### config.mk
export PLATFORM = sky130hd
export DESIGN_NAME = adc_calcap_ctrl
export DESIGN_NICKNAME = d
export VERILOG_FILES = /design/src/rtl/adcc_pkg.sv /design/src/rtl/adcc_sync.sv /design/src/rtl/adcc_cal_seq.sv /design/src/rtl/adcc_capture.sv /design/src/rtl/adc_calcap_ctrl.sv
export SDC_FILE = /design/constraint.sdc
export NUM_CORES = 1
export LEC_CHECK = 0
export ABC_CLOCK_PERIOD_IN_PS = 2100
export BUFFER_PORTS_ARGS = -buffer_cell sky130_fd_sc_hd__buf_2
export CAP_MARGIN = 0
export CORE_MARGIN = 4
export CORE_UTILIZATION = 56
export CTS_BUF_LIST = sky130_fd_sc_hd__clkbuf_8
export CTS_CLUSTER_DIAMETER = 100
export DETAILED_ROUTE_END_ITERATION = 12
export HOLD_SLACK_MARGIN = 0.05
export PLACE_DENSITY = 0.87
export SLEW_MARGIN = 40
export SYNTH_ARGS = -nofsm -noshare
export SYNTH_HDL_FRONTEND = slang
export SYNTH_HIERARCHICAL = 1
export SYNTH_SLANG_ARGS = --single-unit
### constraint.sdc
create_clock -name clk -period 2.1 [get_ports clk]
set_input_delay 0.21 -clock clk [delete_from_list [all_inputs] [get_ports clk]]
set_output_delay 0.21 -clock clk [all_outputs]
set_load 0.1 [all_outputs]
### src/rtl/adcc_pkg.sv
package adcc_pkg;
  typedef enum logic [1:0] {
    CS_IDLE  = 2'd0,
    CS_PULSE = 2'd1,
    CS_WLOW  = 2'd2,
    CS_WHIGH = 2'd3
  } cal_state_e;
endpackage

### src/rtl/adcc_sync.sv
module adcc_sync #(
  parameter int unsigned STAGES = 2
) (
  input  logic clk,
  input  logic rst_n,
  input  logic d_i,
  output logic q_o
);
  logic [STAGES-1:0] chain_q;

  generate
    for (genvar s = 0; s < STAGES; s++) begin : g_stage
      if (s == 0) begin : g_first
        always_ff @(posedge clk or negedge rst_n) begin
          if (!rst_n) chain_q[0] <= 1'b0;
          else        chain_q[0] <= d_i;
        end
      end else begin : g_rest
        always_ff @(posedge clk or negedge rst_n) begin
          if (!rst_n) chain_q[s] <= 1'b0;
          else        chain_q[s] <= chain_q[s-1];
        end
      end
    end
  endgenerate

  assign q_o = chain_q[STAGES-1];
endmodule

### src/rtl/adcc_cal_seq.sv
module adcc_cal_seq
  import adcc_pkg::*;
#(
  parameter int unsigned PULSE_CYC   = 8,
  parameter int unsigned TIMEOUT_CYC = 20000
) (
  input  logic clk,
  input  logic rst_n,
  input  logic req_i,
  input  logic done_s_i,
  output logic start_o,
  output logic busy_o,
  output logic ok_o,
  output logic tmo_o,
  output logic launch_o
);
  localparam int PCNT_W = $clog2(PULSE_CYC);
  localparam int TMR_W  = $clog2(TIMEOUT_CYC);
  localparam logic [PCNT_W-1:0] PCNT_LAST = PCNT_W'(PULSE_CYC - 1);
  localparam logic [TMR_W-1:0]  TMR_LAST  = TMR_W'(TIMEOUT_CYC - 1);

  cal_state_e        state_q, state_d;
  logic [PCNT_W-1:0] pcnt_q, pcnt_d;
  logic [TMR_W-1:0]  tmr_q, tmr_d;
  logic              ok_q, ok_d;
  logic              tmo_q, tmo_d;
  logic              launch;

  always_comb begin
    state_d = state_q;
    pcnt_d  = pcnt_q;
    tmr_d   = tmr_q;
    ok_d    = ok_q;
    tmo_d   = tmo_q;
    launch  = 1'b0;
    unique case (state_q)
      CS_IDLE: begin
        if (req_i) begin
          state_d = CS_PULSE;
          pcnt_d  = '0;
          tmr_d   = '0;
          ok_d    = 1'b0;
          tmo_d   = 1'b0;
          launch  = 1'b1;
        end
      end
      CS_PULSE: begin
        tmr_d = tmr_q + 1'b1;
        if (pcnt_q == PCNT_LAST) state_d = CS_WLOW;
        else                     pcnt_d  = pcnt_q + 1'b1;
      end
      CS_WLOW: begin
        tmr_d = tmr_q + 1'b1;
        if (tmr_q == TMR_LAST) begin
          state_d = CS_IDLE;
          tmo_d   = 1'b1;
        end else if (!done_s_i) begin
          state_d = CS_WHIGH;
        end
      end
      CS_WHIGH: begin
        tmr_d = tmr_q + 1'b1;
        if (tmr_q == TMR_LAST) begin
          state_d = CS_IDLE;
          tmo_d   = 1'b1;
        end else if (done_s_i) begin
          state_d = CS_IDLE;
          ok_d    = 1'b1;
        end
      end
      default: state_d = CS_IDLE;
    endcase
  end

  always_ff @(posedge clk or negedge rst_n) begin
    if (!rst_n) begin
      state_q <= CS_IDLE;
      pcnt_q  <= '0;
      tmr_q   <= '0;
      ok_q    <= 1'b0;
      tmo_q   <= 1'b0;
    end else begin
      state_q <= state_d;
      pcnt_q  <= pcnt_d;
      tmr_q   <= tmr_d;
      ok_q    <= ok_d;
      tmo_q   <= tmo_d;
    end
  end

  assign start_o  = (state_q == CS_PULSE);
  assign busy_o   = (state_q != CS_IDLE);
  assign ok_o     = ok_q;
  assign tmo_o    = tmo_q;
  assign launch_o = launch;

  // calibrated status only rises while the retimed flag reads high
  a_r4_ok_needs_flag: assert property (@(posedge clk) disable iff (!rst_n)
    $rose(ok_q) |-> done_s_i);
  // a timeout always leaves the sequencer idle and uncalibrated
  a_r5_tmo_idle: assert property (@(posedge clk) disable iff (!rst_n)
    $rose(tmo_q) |-> (state_q == CS_IDLE) && !ok_q);
endmodule

### src/rtl/adcc_capture.sv
module adcc_capture #(
  parameter int unsigned DATA_W     = 16,
  parameter int unsigned DROP_WORDS = 4
) (
  input  logic              clk,
  input  logic              rst_n,
  input  logic              en_i,
  input  logic              clr_i,
  input  logic              dv_s_i,
  input  logic [DATA_W-1:0] data_i,
  input  logic              oor_i,
  input  logic              m_ready_i,
  output logic              m_valid_o,
  output logic [DATA_W-1:0] m_data_o,
  output logic              m_oor_o,
  output logic              ovf_o
);
  localparam int DW = $clog2(DROP_WORDS + 2);
  localparam logic [DW-1:0] DROP_INIT = DW'(DROP_WORDS);

  logic              dv_prev_q;
  logic [DW-1:0]     drop_q, drop_d;
  logic              valid_q, valid_d;
  logic [DATA_W-1:0] data_q;
  logic              oor_q;
  logic              ovf_q, ovf_d;
  logic              strobe_edge, take, load_en;

  assign strobe_edge = dv_s_i & ~dv_prev_q;
  assign take        = en_i & strobe_edge & (drop_q == '0);
  assign load_en     = take & (~valid_q | m_ready_i);

  always_comb begin
    drop_d = drop_q;
    if (!en_i)                            drop_d = DROP_INIT;
    else if (strobe_edge && drop_q != '0) drop_d = drop_q - 1'b1;

    valid_d = valid_q;
    if (!en_i)                    valid_d = 1'b0;
    else if (load_en)             valid_d = 1'b1;
    else if (valid_q && m_ready_i) valid_d = 1'b0;

    ovf_d = ovf_q;
    if (clr_i)                             ovf_d = 1'b0;
    else if (take && valid_q && !m_ready_i) ovf_d = 1'b1;
  end

  always_ff @(posedge clk or negedge rst_n) begin
    if (!rst_n) begin
      dv_prev_q <= 1'b0;
      drop_q    <= DROP_INIT;
      valid_q   <= 1'b0;
      ovf_q     <= 1'b0;
    end else begin
      dv_prev_q <= dv_s_i;
      drop_q    <= drop_d;
      valid_q   <= valid_d;
      ovf_q     <= ovf_d;
    end
  end

  always_ff @(posedge clk or negedge rst_n) begin
    if (!rst_n) begin
      data_q <= '0;
      oor_q  <= 1'b0;
    end else if (load_en) begin
      data_q <= data_i;
      oor_q  <= oor_i;
    end
  end

  assign m_valid_o = valid_q;
  assign m_data_o  = data_q;
  assign m_oor_o   = oor_q;
  assign ovf_o     = ovf_q;

  // a stalled sample stays offered and unchanged
  a_r9_hold: assert property (@(posedge clk) disable iff (!rst_n)
    (m_valid_o && !m_ready_i && en_i) |=> m_valid_o && $stable(m_data_o) && $stable(m_oor_o));
  // the lost-sample flag only clears through a new calibration
  a_r10_sticky: assert property (@(posedge clk) disable iff (!rst_n)
    (ovf_o && !clr_i) |=> ovf_o);
  // nothing is offered while capture is disabled
  a_r6_no_valid_disabled: assert property (@(posedge clk) disable iff (!rst_n)
    !en_i |=> !m_valid_o);
endmodule

### src/rtl/adc_calcap_ctrl.sv
module adc_calcap_ctrl #(
  parameter int unsigned DATA_W      = 16,
  parameter int unsigned PULSE_CYC   = 8,
  parameter int unsigned TIMEOUT_CYC = 20000,
  parameter int unsigned DROP_WORDS  = 4,
  parameter int unsigned SYNC_STAGES = 2
) (
  input  logic              clk,
  input  logic              rst_n,
  input  logic              cal_req,
  output logic              conv_cal_start,
  input  logic              conv_cal_done,
  output logic              conv_oe,
  input  logic              conv_dvalid,
  input  logic [DATA_W-1:0] conv_data,
  input  logic              conv_oor,
  output logic              m_valid,
  input  logic              m_ready,
  output logic [DATA_W-1:0] m_data,
  output logic              m_oor,
  output logic              stat_busy,
  output logic              stat_ready,
  output logic              stat_timeout,
  output logic              stat_overflow
);
  localparam int HW = $clog2(PULSE_CYC + 2) + 1;

  logic done_s, dv_s, cal_ok, launch;

  adcc_sync #(.STAGES(SYNC_STAGES)) u_sync_done (
    .clk(clk), .rst_n(rst_n), .d_i(conv_cal_done), .q_o(done_s));

  adcc_sync #(.STAGES(SYNC_STAGES)) u_sync_dv (
    .clk(clk), .rst_n(rst_n), .d_i(conv_dvalid), .q_o(dv_s));

  adcc_cal_seq #(.PULSE_CYC(PULSE_CYC), .TIMEOUT_CYC(TIMEOUT_CYC)) u_seq (
    .clk(clk), .rst_n(rst_n), .req_i(cal_req), .done_s_i(done_s),
    .start_o(conv_cal_start), .busy_o(stat_busy), .ok_o(cal_ok),
    .tmo_o(stat_timeout), .launch_o(launch));

  adcc_capture #(.DATA_W(DATA_W), .DROP_WORDS(DROP_WORDS)) u_cap (
    .clk(clk), .rst_n(rst_n), .en_i(cal_ok), .clr_i(launch), .dv_s_i(dv_s),
    .data_i(conv_data), .oor_i(conv_oor), .m_ready_i(m_ready),
    .m_valid_o(m_valid), .m_data_o(m_data), .m_oor_o(m_oor), .ovf_o(stat_overflow));

  assign conv_oe    = cal_ok;
  assign stat_ready = cal_ok;

  // Checker: length of the current start pulse
  logic [HW-1:0] hi_cnt_q;
  always_ff @(posedge clk or negedge rst_n) begin
    if (!rst_n)              hi_cnt_q <= '0;
    else if (conv_cal_start) hi_cnt_q <= hi_cnt_q + 1'b1;
    else                     hi_cnt_q <= '0;
  end

  // start pulse is exactly the configured width
  a_r2_pulse_len: assert property (@(posedge clk) disable iff (!rst_n)
    $fell(conv_cal_start) |-> hi_cnt_q == HW'(PULSE_CYC));
  // a new pulse only begins from the idle sequencer
  a_r3_no_retrigger: assert property (@(posedge clk) disable iff (!rst_n)
    $rose(conv_cal_start) |-> $past(!stat_busy));
  // the converter bus is never enabled during calibration
  a_r6_oe_idle: assert property (@(posedge clk) disable iff (!rst_n)
    conv_oe |-> !stat_busy);
endmodule

# After elaboration in Yosys (flattened, before gate mapping)
# Index checks and enable logic that the tools add are counted.
# op_classes
n_addsub	3
eq_ne	15
muxes	27
bitwise_logic	7
reduce_logical	19
# ops
operator	n
$pmux 15 s2	1
$add 15x1->15 const B	1
$eq 15x15->1 const B	1
$mux 15	1
$mux 2	6
$mux 3	4
$mux 1	11
$reduce_bool 2->1	5
$ne 2x2->1 const B	4
$pmux 2 s4	1
$reduce_and 4->1	2
$ne 2x1->1 const B	3
$ne 3x2->1 const B	2
$pmux 3 s2	1
$reduce_and 3->1	2
$and 1x1->1	4
$eq 2x2->1 const B	2
$logic_and 1x1->1	4
$pmux 1 s2	2
$add 3x1->3 const B	1
$eq 3x3->1 const B	1
$logic_not 3->1	1
$ne 3x1->1 const B	1
$reduce_bool 3->1	1
other kinds (8)	9
# totals
ff_bits	49
input_bits	23
wordCells	86

# Longest topological paths before layout
# Gate-level depths: netlist (run 1).
# logic_depth
depth_word	8
ltp_mapped	6
mapped_depth_nobuf	5

# Cells and area by module
# The synthesis (run 1) kept the hierarchy.
# modules_own_cells
module	instances	cells_each	area_per_inst_um2	seq_area_each_um2
adcc_cal_seq	1	110	1104.8	550.5
adcc_capture	1	65	982.2	576.8
adcc_sync	2	2	50.0	50.0
adc_calcap_ctrl	1	1	7.5	0.0

# Worst setup path before layout (run 1)
# Ideal clock, no wire load.
# synth_path
path_kind	flip-flop to flip-flop
from	reg u_seq.state_q[0]
to	reg u_seq.state_q[1]
arrival_time_ns	2.180
required_time_ns	2.024
path_slack_ns	-0.155
stages_incl_launch_ff	5
n_path_buf	1
cell_sequence	dfrtp_1 > clkbuf_1 > inv_1 > nor2_1 > a32o_1
# synth_between
elab_chain_cells	3
elab_cells_between_ends	10
cone_classes	7 x eq/ne; 1 x mux; 2 x reduce/logical
# synth_rtl
item	line_no	source
start: declaration	adcc_cal_seq.sv:22	cal_state_e state_q, state_d;
start signal: assignment	adcc_cal_seq.sv:83	state_q <= state_d;
$eq 2x1->1 (*)	-	
net conv_cal_start	adc_calcap_ctrl.sv:11	output logic conv_cal_start,
$ne 2x1->1 (no source line)	-	
$reduce_and 4->1 (no source line)	-	
# Mark *: on every way through the listed nets, which the timed path passes. The rest lies on a longest branch.
# A chain may end at the register's enable or synchronous reset.

# Worst setup path after layout (run 1)
# layout_path
from	reg u_seq.tmr_q[7]
to	reg u_seq.state_q[1]
# layout_between
elab_chain_cells	3
elab_cells_between_ends	7
cone_classes	3 x eq/ne; 3 x mux; 1 x reduce/logical
# layout_rtl
item	line_no	source
start: declaration	adcc_cal_seq.sv:24	logic [TMR_W-1:0] tmr_q, tmr_d;
start signal: assignment	adcc_cal_seq.sv:85	tmr_q <= tmr_d;
$eq 15x15->1 (*)	adcc_cal_seq.sv:54, adcc_cal_seq.sv:63	
$ne 3x2->1 (no source line) (tied with other cells)	-	
$reduce_and 4->1 (no source line) or $pmux 2 s4 (tied branches)	-	
# Every way passes the cells marked *; elsewhere a longest branch is shown, timed or not.

==> impl_metrics.env, run 1 <==
export IMPL_wl_um=4260
export IMPL_diodes=0
export IMPL_design_core_area_sq_um=3720
export IMPL_boundaryPins=47
export IMPL_fin_nets=259
export IMPL_start_util=0.591
export IMPL_clock_root_buffer="clkbuf_8"
export IMPL_async_flop_share=1.00
export IMPL_clk_latency_ns=0.30
export IMPL_dpl_instance_area_sq_um=2460
export IMPL_grt_pass1_wl_um=7220
export IMPL_track_usage=0.183
export IMPL_multiInputGateArea_sq_um=902
export IMPL_drt_iter0_drc=67
export IMPL_cts_reportedPaths_clkPinSlew_ns=0.08
export IMPL_max_freq_mhz=551
export IMPL_final_common_cell="dfrtp_1"
export IMPL_hpwl_um=3140
export IMPL_cpMaxStageDelayCell="or4_4"
export IMPL_clk_path_buf_depth=2
export IMPL_antenna_left=0
export IMPL_end_kind="flop"
export IMPL_n_fill_cell=279
export IMPL_synth_seq_area_share=0.559
export IMPL_die_area_sq_um=4980
export IMPL_max_slew_worst_pin_slew_ns=0.742
export IMPL_cp_max_fo=6
export IMPL_die_w_um=70.6
export IMPL_route_detailed_drc=0
export IMPL_finalHoldViolations=0
export IMPL_ys_warn_count=6
export IMPL_cp_required_ns=2.29
export IMPL_start_kind="flop"
export IMPL_via_per_inst=5.77
export IMPL_crit_top_cell="or4_4"
export IMPL_wl_per_cell_um=15.3
export IMPL_tns_ns=0
export IMPL_timing_final_crit_share=0.865
export IMPL_path_cells="or4_4 -> or4_4 -> a32o_1"
export IMPL_avgSynthCellArea_sq_um=12.2
export IMPL_critical_path_class="flop to flop"
export IMPL_synth_nets=208
export IMPL_outcome="completed"
export IMPL_max_slew_margin_rel=0.505
export IMPL_first_pass_iters=4
export IMPL_grt_pass1_vias=1563
export IMPL_gp_congestion=0.800
export IMPL_drive_above_1_share=0.335
export IMPL_finalClockSkew_ns=0.00577
export IMPL_syn_instance_count=180
export IMPL_area_growth_pct=16.9
export IMPL_maxCapViolCount=0
export IMPL_fin_area_sq_um=2560
export IMPL_cts_sinks=49
export IMPL_portBuffers=46
export IMPL_synth_seq_cells=49
export IMPL_synth_edff_count=0
export IMPL_rsz0062_at_grt="false"
export IMPL_layout_common_cells="48 x dfrtp_1, 46 x buf_2, 11 x o21ai_0, 11 x nand2_1, 10 x mux2_4"
export IMPL_cts_buffers=5
export IMPL_cts_tree="yes"
export IMPL_synthesis_area_sq_um=2190
export IMPL_ys_types=41
export IMPL_overflow=0
export IMPL_period_needed_ns=1.82
export IMPL_hold_path_class="primary input to flop"
export IMPL_cp_data_arrival_time_ns=2.01
export IMPL_reg2reg_slack_ns=0.28
export IMPL_vias=1605
export IMPL_rows=22
export IMPL_cts_setup_buffers=0
export IMPL_regArea_sq_um=1230
export IMPL_synth_main_ff_cell="dfrtp_1"
export IMPL_cts_htree_levels=2
export IMPL_grt_max_degree=50
export IMPL_drv_slew=0
export IMPL_slowest_delay_ns=0.53
export IMPL_die_y_um=70.6
export IMPL_setup_violations=0
export IMPL_antenna_found_initial=0
==> cells in the mapped netlist (all sizes together), types with 2 or more instances <==
cell type | number | share of area
a21oi | 5 | 0.011
a22o | 3 | 0.012
buf | 2 | 0.0086
clkbuf | 4 | 0.0068
dfrtp | 48 | 0.55
ha | 5 | 0.029
inv | 9 | 0.015
mux2 | 17 | 0.10
mux2i | 5 | 0.023
nand2 | 11 | 0.019
nand2b | 2 | 0.0057
nand3 | 4 | 0.0091
nand3b | 2 | 0.013
nand4 | 4 | 0.011
nor2 | 8 | 0.014
nor3 | 2 | 0.0046
nor3b | 2 | 0.0068
nor4 | 6 | 0.017
o211ai | 3 | 0.010
o21ai | 14 | 0.032
o311ai | 2 | 0.0080
o31ai | 2 | 0.0068
o41ai | 3 | 0.012
or3 | 4 | 0.011
or4 | 2 | 0.010
==> registers in the layout, indices dropped and copies added, names as in the netlist, 2 cells and up <==
signal,cells
u_cap/m_data_o,16
u_seq/tmr_q,15
u_seq/pcnt_q,3
u_cap/drop_q,3
u_seq/state_q,2
==> cells by family (layout without fill, tap and decap cells) <==
kind of cell	after synthesis	after routing	share of synthesized area
multiplexers	22	22	0.127
AND/OR/NAND/NOR	53	53	0.147
flip-flops	49	49	0.559
buffers and inverters	15	65	0.0308
AO/OA/AOI/OAI	36	36	0.107
adder cells (fa/ha/maj)	5	5	0.0285
==> final timing paths <==
| kind | start | endpoint | depth (start not counted) |
|---|---|---|---|
| max | u_seq/tmr_q[7] | u_seq/state_q[1] | 3 |
| min in group asynchronous | rst_n | u_cap/drop_q[0] | 3 |
| min reg2reg | u_sync_done/chain_q[0] | u_sync_done/q_o | 0 |
| max reg2reg | u_seq/tmr_q[7] | u_seq/state_q[1] | 3 |
| min | conv_data[0] | u_cap/m_data_o[0] | 2 |
| max in group asynchronous | rst_n | u_cap/m_data_o[11] | 3 |
==> layout make-up <==
cell class / count / area share
Sequential cell: 49 / 0.479
Inverter: 9 / 0.0132
Tap cell: 48 / 0.0234
Multi-Input combinational cell: 116 / 0.352
Timing Repair Buffer: 50 / 0.104
Clock inverter: 1 / 0.00195
Clock buffer: 5 / 0.0268
==> through the flow <==
step	worst slack, ns	utilization	hold slack [ns]	instances
after detailed placement	0.298	0.662	0.325	269
after global routing	0.172	0.690	0.130	278
after floorplan	0.107	-	-0.0856	180
final	0.284	0.690	0.142	278
after global placement	0.316	0.662	0.319	269
after CTS	0.288	0.690	0.134	278
==> timing repair <==
action	in CTS	in global routing
gates resized for setup	0	0
hold endpoints to repair	50	0
endpoints found under the setup margin	0	0
hold buffers	3	0
==> routing by layer <==
| layer | GRT usage | share of wire |
|---|---|---|
| met1 | 0.232 | 0.43 |
| met2 | 0.302 | 0.50 |
| met3 | 0.0568 | 0.057 |
| met4 | 0.0564 | 0.012 |
| met5 | 0 | 0 |
==> critical path, delay by kind of cell, from the launching register on <==
kind | cells | cell delay (ns)
AND/OR/NAND/NOR | 2 | 1.02
flip-flops | 1 | 0.43
AO/OA/AOI/OAI | 1 | 0.26
Power of run 1 is not shown: default switching activity piles up to over one toggle a cycle in this logic, so the estimate is an artifact.
==> run 2, diff against run 1 <==
Settings changed: ABC_CLOCK_PERIOD_IN_PS 2100 to 1500, BUFFER_PORTS_ARGS -buffer_cell sky130_fd_sc_hd__buf_2 to -buffer_cell sky130_fd_sc_hd__clkbuf_2, CORE_UTILIZATION 56 to 50, PLACE_DENSITY 0.87 to 0.82.
Clock period 2.1 ns to 1.5 ns, I/O delays scaled along.
==> run 2 against run 1 <==
The flow now finishes with violations (negative setup slack). Register-to-register slack worse by 0.50 ns. Worst setup slack got worse by 0.50 ns. Non-clock buffer count grew 41. Critical path depth unchanged. Routed wire length is 29% higher. Via count grew 12%. Flip-flop and latch count is the same. Critical endpoint unchanged. Largest cell class unchanged.
==> impl_metrics.env, run 2 (synthesis results as in run 1) <==
export IMPL_outcome="finished with violations"
export IMPL_violations="negative setup slack"
export IMPL_grt_max_degree=50
export IMPL_cp_data_arrival_time_ns=1.90
export IMPL_multiInputGateArea_sq_um=1030
export IMPL_p_leak_nw=1.54
export IMPL_timing_final_crit_share=1.14
export IMPL_overflow=0
export IMPL_drive_above_1_share=0.511
export IMPL_grt_pass1_vias=1785
export IMPL_max_slew_worst_pin_slew_ns=0.565
export IMPL_diodes=0
export IMPL_finalClockSkew_ns=0.00519
export IMPL_setup_ws_ns=-0.214
export IMPL_setup_violations=23
export IMPL_grt_pass1_wl_um=8420
export IMPL_die_y_um=74.3
export IMPL_area_growth_pct=43.9
export IMPL_drt_iter0_drc=144
export IMPL_start_util=0.533
export IMPL_antenna_left=0
export IMPL_maxCapViolCount=0
export IMPL_portBuffers=46
export IMPL_layout_common_cells="46 x dfrtp_1, 42 x clkbuf_2, 34 x buf_4, 11 x o21ai_0, 11 x nand2_1"
export IMPL_period_needed_ns=1.71
export IMPL_clock_root_buffer="clkbuf_8"
export IMPL_die_area_sq_um=5510
export IMPL_via_per_inst=5.57
export IMPL_dpl_instance_area_sq_um=2790
export IMPL_cts_sinks=49
export IMPL_hpwl_um=3590
export IMPL_gp_congestion=0.864
export IMPL_rsz0062_at_grt="true"
export IMPL_cts_buffers=5
export IMPL_route_detailed_drc=0
export IMPL_die_w_um=74.3
export IMPL_wl_per_cell_um=17.0
export IMPL_power_density_nw_per_um2=2200
export IMPL_cts_reportedPaths_clkPinSlew_ns=0.09
export IMPL_start_kind="flop"
export IMPL_whs_path_depth=2
export IMPL_regArea_sq_um=1230
export IMPL_vias=1795
export IMPL_cp_max_fo=2
export IMPL_max_slew_margin_rel=0.625
export IMPL_largest_reg_flops=16
export IMPL_finalHoldViolations=0
export IMPL_drv_slew=0
export IMPL_hold_path_class="primary input to flop"
export IMPL_track_usage=0.203
export IMPL_n_fill_cell=251
export IMPL_timing_hold_ws_ns=0.0769
export IMPL_first_pass_iters=4
export IMPL_critical_path_class="flop to flop"
export IMPL_fin_area_sq_um=3160
export IMPL_reg2reg_depth=3
export IMPL_max_freq_mhz=584
export IMPL_end_kind="flop"
export IMPL_clk_latency_ns=0.30
export IMPL_cts_htree_levels=2
export IMPL_antenna_found_initial=0
export IMPL_cts_tree="yes"
export IMPL_final_common_cell="dfrtp_1"
export IMPL_cp_required_ns=1.69
export IMPL_clk_path_buf_depth=2
export IMPL_design_core_area_sq_um=4120
export IMPL_peakVddDrop_mv=1.74
export IMPL_wl_um=5470
export IMPL_fin_nets=300
export IMPL_boundaryPins=47
export IMPL_rows=23
## run 2: report_power, final
part / leakage (nW) / switching (W) / internal, W
Clock: 0.0546 / 0.000436 / 0.000494
Combinational: 0.876 / 0.00288 / 0.00116
Sequential: 0.614 / 0.000280 / 0.00169
## run 2: cell type report
cell class                 instances  share of cell area
sequential                        49               0.390
clock inverter                     2              0.0123
inverter                           9              0.0119
multi-input combinational        116               0.325
tap                               50              0.0198
timing repair buffer              91               0.219
clock buffer                       5              0.0218
## run 2: through the flow
step	utilization	worst slack (ns)	power, W	std cells	setup TNS [ns]
finish	0.767	-0.214	0.00694	322	-1.72
global route	0.767	-0.243	0.00724	322	-3.74
CTS	0.734	-0.226	0.00679	317	-1.55
detailed placement	0.679	-0.215	0.00576	303	-1.54
global placement	0.679	-0.200	0.00566	303	-0.892
floorplan	-	-0.211	0.00482	180	-1.20
## run 2: per-layer routing
layer  wire length, um  track usage  up-vias
met5                 0            0        -
met4                88       0.0692        0
met3               197       0.0500       10
met2              2990        0.334       47
met1              2190        0.265      888
li1                  -            -      850
## run 2: path summary, 6_finish.rpt
| check | from | endpoint | slack (ns) |
|---|---|---|---|
| worst max-delay path | u_seq/tmr_q[12] | u_seq/state_q[1] | -0.21 |
| worst min-delay path | conv_data[15] | u_cap/m_data_o[15] | 0.08 |
| worst max register to register | u_seq/tmr_q[12] | u_seq/state_q[1] | -0.21 |
| worst min register to register | u_sync_done/chain_q[0] | u_sync_done/q_o | 0.35 |
| max in group asynchronous | rst_n | u_cap/drop_q[2] | 0.86 |
| min in group asynchronous | rst_n | u_seq/tmr_q[2] | 0.35 |
## run 2: timing repair
| action | 4_1_cts | 5_1_grt |
|---|---|---|
| pin swaps | 4 | 8 |
| gates resized for setup | 8 | 19 |
| endpoints found under the setup margin | 24 | 31 |
| gates cloned | 1 | 0 |
| hold endpoints to repair | 50 | 0 |
| hold buffers | 3 | 0 |
| setup buffers | 3 | 5 |
## run 2: worst max-delay path, cell delays in order (launching register included)
cell and delay, ns:
dfrtp_1 0.39, or4_4 0.55, or4_4 0.44, a32o_1 0.23
No activity file was read; power rests on OpenSTA's default activity.
